File: src/rtl/bus_xcvr_reg.sv
module bus_xcvr_reg #(
  parameter int W = 8
) (
  input  logic         clk,
  input  logic         rst_n,
  input  logic         en_ab,
  input  logic         en_ba_n,
  input  logic         sel_ab,
  input  logic         sel_ba,
  input  logic         cap_a,
  input  logic         cap_b,
  input  logic [W-1:0] a_in,
  input  logic         a_drv,
  input  logic [W-1:0] b_in,
  input  logic         b_drv,
  output logic [W-1:0] a_out,
  output logic         a_oe,
  output logic [W-1:0] b_out,
  output logic         b_oe,
  output logic [W-1:0] a_bus,
  output logic [W-1:0] b_bus
);

  logic [W-1:0] reg_a, reg_b, hold_a, hold_b;
  logic [W-1:0] ext_a, ext_b;
  logic         sab_q, sba_q, run_q;
  logic         loop;

  assign a_oe = !en_ba_n;
  assign b_oe = en_ab;
  assign loop = a_oe && b_oe && !sab_q && !sba_q;

  assign ext_a = a_drv ? a_in : hold_a;
  assign ext_b = b_drv ? b_in : hold_b;

  assign a_out = loop  ? hold_a :
                 sba_q ? reg_b  :
                 !b_oe ? ext_b  :
                 sab_q ? reg_a  : ext_a;

  assign b_out = loop  ? hold_b :
                 sab_q ? reg_a  :
                 !a_oe ? ext_a  :
                 sba_q ? reg_b  : ext_b;

  assign a_bus = a_oe ? a_out : ext_a;
  assign b_bus = b_oe ? b_out : ext_b;

  always_ff @(posedge clk or negedge rst_n) begin
    if (!rst_n) begin
      sab_q <= 1'b0;
      sba_q <= 1'b0;
      run_q <= 1'b0;
    end else begin
      sab_q <= sel_ab;
      sba_q <= sel_ba;
      run_q <= 1'b1;
    end
  end

  always_ff @(posedge clk or negedge rst_n) begin
    if (!rst_n) begin
      reg_a <= '0;
      reg_b <= '0;
    end else begin
      if (cap_a) reg_a <= a_bus;
      if (cap_b) reg_b <= b_bus;
    end
  end

  always_ff @(posedge clk or negedge rst_n) begin
    if (!rst_n) begin
      hold_a <= '0;
      hold_b <= '0;
    end else begin
      hold_a <= a_bus;
      hold_b <= b_bus;
    end
  end

  AST_CAPTURE_A: assert property (@(posedge clk) disable iff (!rst_n)
    cap_a |=> reg_a == $past(a_bus));
  AST_CAPTURE_B: assert property (@(posedge clk) disable iff (!rst_n)
    cap_b |=> reg_b == $past(b_bus));
  AST_STORED_TO_B: assert property (@(posedge clk) disable iff (!rst_n)
    run_q && b_oe && $past(sel_ab) |-> b_bus == reg_a);
  AST_STORED_TO_A: assert property (@(posedge clk) disable iff (!rst_n)
    run_q && a_oe && $past(sel_ba) |-> a_bus == reg_b);
  AST_LIVE_TO_B: assert property (@(posedge clk) disable iff (!rst_n)
    run_q && b_oe && !a_oe && !$past(sel_ab) |-> b_bus == a_bus);
  AST_LIVE_TO_A: assert property (@(posedge clk) disable iff (!rst_n)
    run_q && a_oe && !b_oe && !$past(sel_ba) |-> a_bus == b_bus);
  AST_LOOP_HOLDS: assert property (@(posedge clk) disable iff (!rst_n)
    run_q && loop && $past(loop) |-> $stable(a_bus) && $stable(b_bus));
  AST_FLOAT_A: assert property (@(posedge clk) disable iff (!rst_n)
    run_q && !a_oe && !a_drv |-> a_bus == $past(a_bus));
  AST_FLOAT_B: assert property (@(posedge clk) disable iff (!rst_n)
    run_q && !b_oe && !b_drv |-> b_bus == $past(b_bus));

endmodule

File: config.mk
export PLATFORM = sky130hd
export DESIGN_NAME = bus_xcvr_reg
export DESIGN_NICKNAME = d
export VERILOG_FILES = /design/src/rtl/bus_xcvr_reg.sv
export SDC_FILE = /design/constraint.sdc
export NUM_CORES = 1
export LEC_CHECK = 0
export BUFFER_PORTS_ARGS = -buffer_cell sky130_fd_sc_hd__buf_2
export CORE_UTILIZATION = 52
export CTS_BUF_LIST = sky130_fd_sc_hd__clkbuf_4
export DETAILED_ROUTE_END_ITERATION = 6
export PLACE_DENSITY = 0.76
export SLEW_MARGIN = 20
export SYNTH_ARGS = -nofsm -noshare
export SYNTH_HDL_FRONTEND = slang
export SYNTH_SLANG_ARGS = --single-unit
File: constraint.sdc
create_clock -name clk -period 2 [get_ports clk]
set_input_delay 0.1 -clock clk [delete_from_list [all_inputs] [get_ports clk]]
set_output_delay 0.1 -clock clk [all_outputs]
set_load 0.005 [all_outputs]
Word-level counts from Yosys, hierarchy flattened
Cells that the tools add are included.

storage, ports and cells
  input bits = 26
  logic and storage cells = 24
  output and inout port bits = 34
  register bits after elaboration = 34

cells by class
  reductions and logical operators = 6
  multiplexer cells = 12

operators by type and width
  kind               number
  8-bit 2-to-1 mux   12
  1-bit logical AND  3
  1-bit logical NOT  3

Depth between registers and ports, before layout
  depth in word-level cells = 6
  depth in mapped cells = 7
  depth with buffers taken out = 4

Worst setup path before layout
No wires, ideal clock.

  path kind = flip-flop to flip-flop
  from = register sba_q
  to = register hold_a[1]
  required time = 1.849 ns
  clock period less this slack = 1.784 ns
  data arrival time = 1.634 ns
  buffers on the path = 2
  cell stages (with the launch flop) = 7
  library setup time = 0.151 ns
  slack = 0.216 ns
  path through = dfrtp_1 nor2b_1 buf_6 and2_4 buf_6 a2111oi_2 o31ai_1

between the ends
  word-level cells in the longest chain between the ends = 4
  elaborated cells on any way between the ends = 5
  those cells by class = mux: 3; reduce/logical: 2

ends and longest elaborated chain
  item                    RTL line  text
  start, declared         26        logic sab_q, sba_q, run_q;
  start signal, assigned  56        sba_q <= sel_ba;
  1-bit logical NOT       31        assign loop = a_oe && b_oe && !sab_q && !sba_q;
  1-bit logical AND       31
  8-bit 2-to-1 mux (*)    36        assign a_out = loop ? hold_a :
  8-bit 2-to-1 mux (*)    46        assign a_bus = a_oe ? a_out : ext_a;
  via a_bus[1]            20        output logic [W-1:0] a_bus,
  end signal, assigned    76        hold_a <= a_bus;
  end, declared           24        logic [W-1:0] reg_a, reg_b, hold_a, hold_b;

Mark *: on every way through the listed nets, which the timed path passes. The rest lies on a longest branch.
A chain may end at the register's enable or synchronous reset.

Worst setup path after layout
  from = register sba_q
  to = output port a_bus[1]

between the ends
  word-level cells in the longest chain between the ends = 4
  elaborated cells on any way between the ends = 5
  those cells by class = mux: 3; reduce/logical: 2

ends and longest elaborated chain
  item                  RTL line
  1-bit logical NOT     31
  1-bit logical AND     31
  8-bit 2-to-1 mux (*)  36
  8-bit 2-to-1 mux (*)  46
  end, declared         20

Mark *: on every way between the ends. The rest lies on a longest branch, timed or not.

==> flow_results.xml <==
<?xml version="1.0" encoding="UTF-8"?>
<metrics>
  <group name="sta">
    <metric name="worst_clock_skew" unit="ns">0.01047</metric>
    <metric name="setup_repair_after_global_routing_missed_its_margin" unit="">yes</metric>
    <metric name="period_share" unit="">1.010</metric>
    <metric name="fin_setup_tns" unit="ns">-0.02011</metric>
    <metric name="timing.slew.headroom" unit="">0.4614</metric>
    <metric name="setup_viol" unit="">1</metric>
    <metric name="finalHoldViolCount" unit="">0</metric>
    <metric name="timing.final.ws_setup" unit="ns">-0.02011</metric>
    <metric name="timing_limited_maximum_frequency" unit="GHz">0.4950</metric>
    <metric name="final-max-slew-violation-count" unit="">0</metric>
    <metric name="post-route-min-period" unit="ns">2.020</metric>
    <metric name="worst-slew-pin-transition" unit="ns">0.8080</metric>
  </group>
  <group name="grt">
    <metric name="grt_util_all_layers" unit="">0.2857</metric>
    <metric name="first_pass_grt_wire_length" unit="mm">9.625</metric>
    <metric name="grt_max_degree" unit="">35</metric>
    <metric name="grt_overflow_total" unit="">0</metric>
    <metric name="first_global_vias" unit="">2134</metric>
    <metric name="grt_antenna_before_repair" unit="">0</metric>
  </group>
  <group name="placement">
    <metric name="place_hpwl" unit="mm">4.375</metric>
    <metric name="place_congestion" unit="">0.8401</metric>
    <metric name="place.port_buffers" unit="">59</metric>
    <metric name="placedInstanceArea" unit="mm^2">0.002644</metric>
  </group>
  <group name="drt">
    <metric name="drc" unit="">0</metric>
    <metric name="postRouteAntennaNets" unit="">0</metric>
    <metric name="viasPerCell" unit="">6.124</metric>
    <metric name="drtIter0Drc" unit="">142</metric>
    <metric name="routed_wirelength" unit="mm">6.374</metric>
    <metric name="wire_per_inst" unit="um">17.56</metric>
    <metric name="firstDrtPassIters" unit="">4</metric>
    <metric name="vias" unit="">2223</metric>
  </group>
  <group name="cts">
    <metric name="tritoncts.num_buffers" unit="">5</metric>
    <metric name="clk_root_buffer_cell" unit="">sky130_fd_sc_hd__clkbuf_4</metric>
    <metric name="cts.sinks" unit="">34</metric>
    <metric name="cts_htree_levels" unit="">2</metric>
    <metric name="worst_setup_hold_path_clk_slew" unit="ns">0.11</metric>
    <metric name="clock_latency" unit="ns">0.34</metric>
    <metric name="cts.path.max_buffers" unit="">2</metric>
    <metric name="tritoncts" unit="">yes</metric>
  </group>
  <group name="setup_path">
    <metric name="timing.critical_path.to_type" unit="">output port</metric>
    <metric name="cp-start-kind" unit="">flop</metric>
    <metric name="path_class" unit="">flop to output port</metric>
    <metric name="critPathRequiredTime" unit="ns">1.90</metric>
    <metric name="cp.arrival" unit="ns">1.92</metric>
    <metric name="crit_fanout" unit="">9</metric>
  </group>
  <group name="flow_run">
    <metric name="drv_cap" unit="">0</metric>
  </group>
  <group name="synthesis">
    <metric name="cell_type_with_the_highest_aggregate_area_in_the_netlist" unit="">sky130_fd_sc_hd__dfrtp_1</metric>
    <metric name="syn_nets" unit="">267</metric>
    <metric name="syn_inst" unit="">241</metric>
    <metric name="synth_edf_count" unit="">0</metric>
    <metric name="synth_async_sr_flop_share" unit="">1.000</metric>
    <metric name="synth_seq_area_share" unit="">0.3740</metric>
    <metric name="synth.lib_cells_used.distinct" unit="">29</metric>
    <metric name="postSynthAreaPerCell" unit="um^2">9.439</metric>
    <metric name="synth_top_cells_by_area" unit="">sky130_fd_sc_hd__dfrtp_1 (37%), sky130_fd_sc_hd__mux2i_1 (6.2%), sky130_fd_sc_hd__o31ai_1 (5.3%)</metric>
    <metric name="synth_top_area_frac" unit="">0.3740</metric>
    <metric name="synth.cell_area" unit="mm^2">0.002275</metric>
    <metric name="ys_warn_count" unit="">0</metric>
    <metric name="synth_top_flop_cell" unit="">sky130_fd_sc_hd__dfrtp_1</metric>
    <metric name="postSynthRegisterBits" unit="">34</metric>
  </group>
  <group name="floorplan">
    <metric name="design.portCount" unit="">60</metric>
    <metric name="fp.dieArea" unit="mm^2">0.004643</metric>
    <metric name="placementRows" unit="">23</metric>
    <metric name="die-width" unit="um">68.14</metric>
    <metric name="initial_core_util" unit="">0.5566</metric>
    <metric name="dieHeight" unit="um">68.14</metric>
    <metric name="fp.coreArea" unit="mm^2">0.004086</metric>
  </group>
  <group name="run_status">
    <metric name="run_status" unit="">finished, violations left</metric>
    <metric name="violations_in_the_final_reports" unit="">negative setup slack</metric>
  </group>
  <group name="finish">
    <metric name="final_cell_mix" unit="">sky130_fd_sc_hd__buf_2 (59), sky130_fd_sc_hd__dfrtp_1 (32), sky130_fd_sc_hd__nor2_1 (29), sky130_fd_sc_hd__buf_4 (21), sky130_fd_sc_hd__nand2_1 (15)</metric>
    <metric name="layout.core_utilization" unit="">0.7263</metric>
    <metric name="antenna_cells_inserted" unit="">0</metric>
    <metric name="flow.area_growth_from_synthesis" unit="%">30.47</metric>
    <metric name="mostFrequentLayoutCell" unit="">sky130_fd_sc_hd__buf_2</metric>
    <metric name="layout.filler_cells" unit="">327</metric>
    <metric name="final_area" unit="mm^2">0.002968</metric>
    <metric name="final_layout_size_suffix_gt1_frac" unit="">0.4026</metric>
    <metric name="nets_final" unit="">338</metric>
  </group>
  <group name="power_and_ir_drop">
    <metric name="vdd_ir_drop_max" unit="V">0.0004495</metric>
    <metric name="cellLeakagePower" unit="nW">1.362</metric>
    <metric name="powerDensity" unit="mW/mm^2">680.4</metric>
  </group>
  <group name="min_path">
    <metric name="min-delay-path-class" unit="">input port to flop</metric>
  </group>
</metrics>
-- kinds of logic after synthesis --
logic type             Yosys count  share of synthesized area
muxes                           24                     0.1111
DFF                             34                     0.3740
AOI/OAI and AO/OA               86                     0.3135
buffers and inverters           22                    0.04620
and+or+nand+nor                 75                     0.1551
-- registers in the layout, indices dropped and copies added (netlist names) --
register	cells
hold_a	8
reg_a	8
sba_q	1
reg_b	8
sab_q	1
hold_b	8
-- final cells by class --
cell class | count | area (um^2) | area share
tap | 50 | 62.56 | 0.02108
clock inverter | 2 | 8.758 | 0.002951
inverter | 1 | 3.754 | 0.001265
multi-input combinational | 185 | 1485 | 0.5004
clock buffer | 6 | 45.04 | 0.01518
timing repair buffer | 85 | 509.2 | 0.1716
sequential | 34 | 853.3 | 0.2875
-- power by group --
| group | switching [mW] | internal, mW |
|---|---|---|
| Sequential | 0.0833 | 0.791 |
| Clock | 0.236 | 0.146 |
| Combinational | 0.383 | 0.381 |
| Total | 0.702 | 1.32 |
-- what timing repair did --
action,CTS,global route
setup buffers,1,7
pin swaps,7,12
hold buffers,3,0
gates cloned,0,0
endpoints found under the hold margin,36,0
endpoints found under the setup margin,31,24
gates resized for setup,16,19
-- worst max-delay path, stage by stage, from the launching register on --
cell,delay (ns)
sky130_fd_sc_hd__dfrtp_2,0.45
sky130_fd_sc_hd__or2_4,0.29
sky130_fd_sc_hd__nor2_1,0.25
sky130_fd_sc_hd__a2111oi_4,0.08
sky130_fd_sc_hd__o31ai_1,0.32
sky130_fd_sc_hd__buf_2,0.19
-- final timing paths --
check | start | endpoint | slack, ns | cells after the start
worst max-delay path | sba_q | a_bus[1] | -0.02 | 5
worst min-delay path | a_in[5] | hold_a[5] | 0.15 | 4
worst max register to register | hold_a[3] | reg_a[3] | 0.44 | 4
worst min register to register | reg_a[2] | reg_a[2] | 0.61 | 3
max in group asynchronous | rst_n | sab_q | 1.06 | 2
min in group asynchronous | rst_n | hold_a[5] | 0.37 | 2
-- metrics by stage --
stage	std cells	power, mW	hold WS [ns]	worst slack [ns]
after floorplan	241	1.282	-0.1956	0.2159
after global placement	344	1.518	0.2079	0.2280
after detailed placement	344	1.533	0.2158	0.1639
after CTS	356	1.964	0.1173	0.0006313
after global routing	363	2.135	0.1473	-0.09166
final	363	2.019	0.1485	-0.02011
-- Yosys cell counts, types with 2 or more instances --
cell type	instances
sky130_fd_sc_hd__o31ai_1	16
sky130_fd_sc_hd__o211ai_1	10
sky130_fd_sc_hd__nand2_1	16
sky130_fd_sc_hd__a2111oi_2	4
sky130_fd_sc_hd__o211a_1	6
sky130_fd_sc_hd__o21a_1	6
sky130_fd_sc_hd__buf_6	2
sky130_fd_sc_hd__a21oi_1	12
sky130_fd_sc_hd__buf_1	2
sky130_fd_sc_hd__dfrtp_1	34
sky130_fd_sc_hd__a2bb2oi_1	6
sky130_fd_sc_hd__o2111a_1	2
sky130_fd_sc_hd__o22ai_1	2
sky130_fd_sc_hd__a2111oi_4	2
sky130_fd_sc_hd__buf_2	3
sky130_fd_sc_hd__a41oi_1	2
sky130_fd_sc_hd__o2111ai_1	8
sky130_fd_sc_hd__a31oi_1	10
sky130_fd_sc_hd__nor2b_1	15
sky130_fd_sc_hd__mux2_2	10
sky130_fd_sc_hd__mux2i_1	14
sky130_fd_sc_hd__clkbuf_1	13
sky130_fd_sc_hd__nand2b_1	10
sky130_fd_sc_hd__nor2_1	31
-- layer usage --
metal | GRT usage | routed length, um
met5 | 0 | 0
met4 | 0.1068 | 162
met3 | 0.05167 | 246
met2 | 0.5343 | 3396
met1 | 0.3160 | 2568
Note: power is estimated with default switching activity, not from simulation.
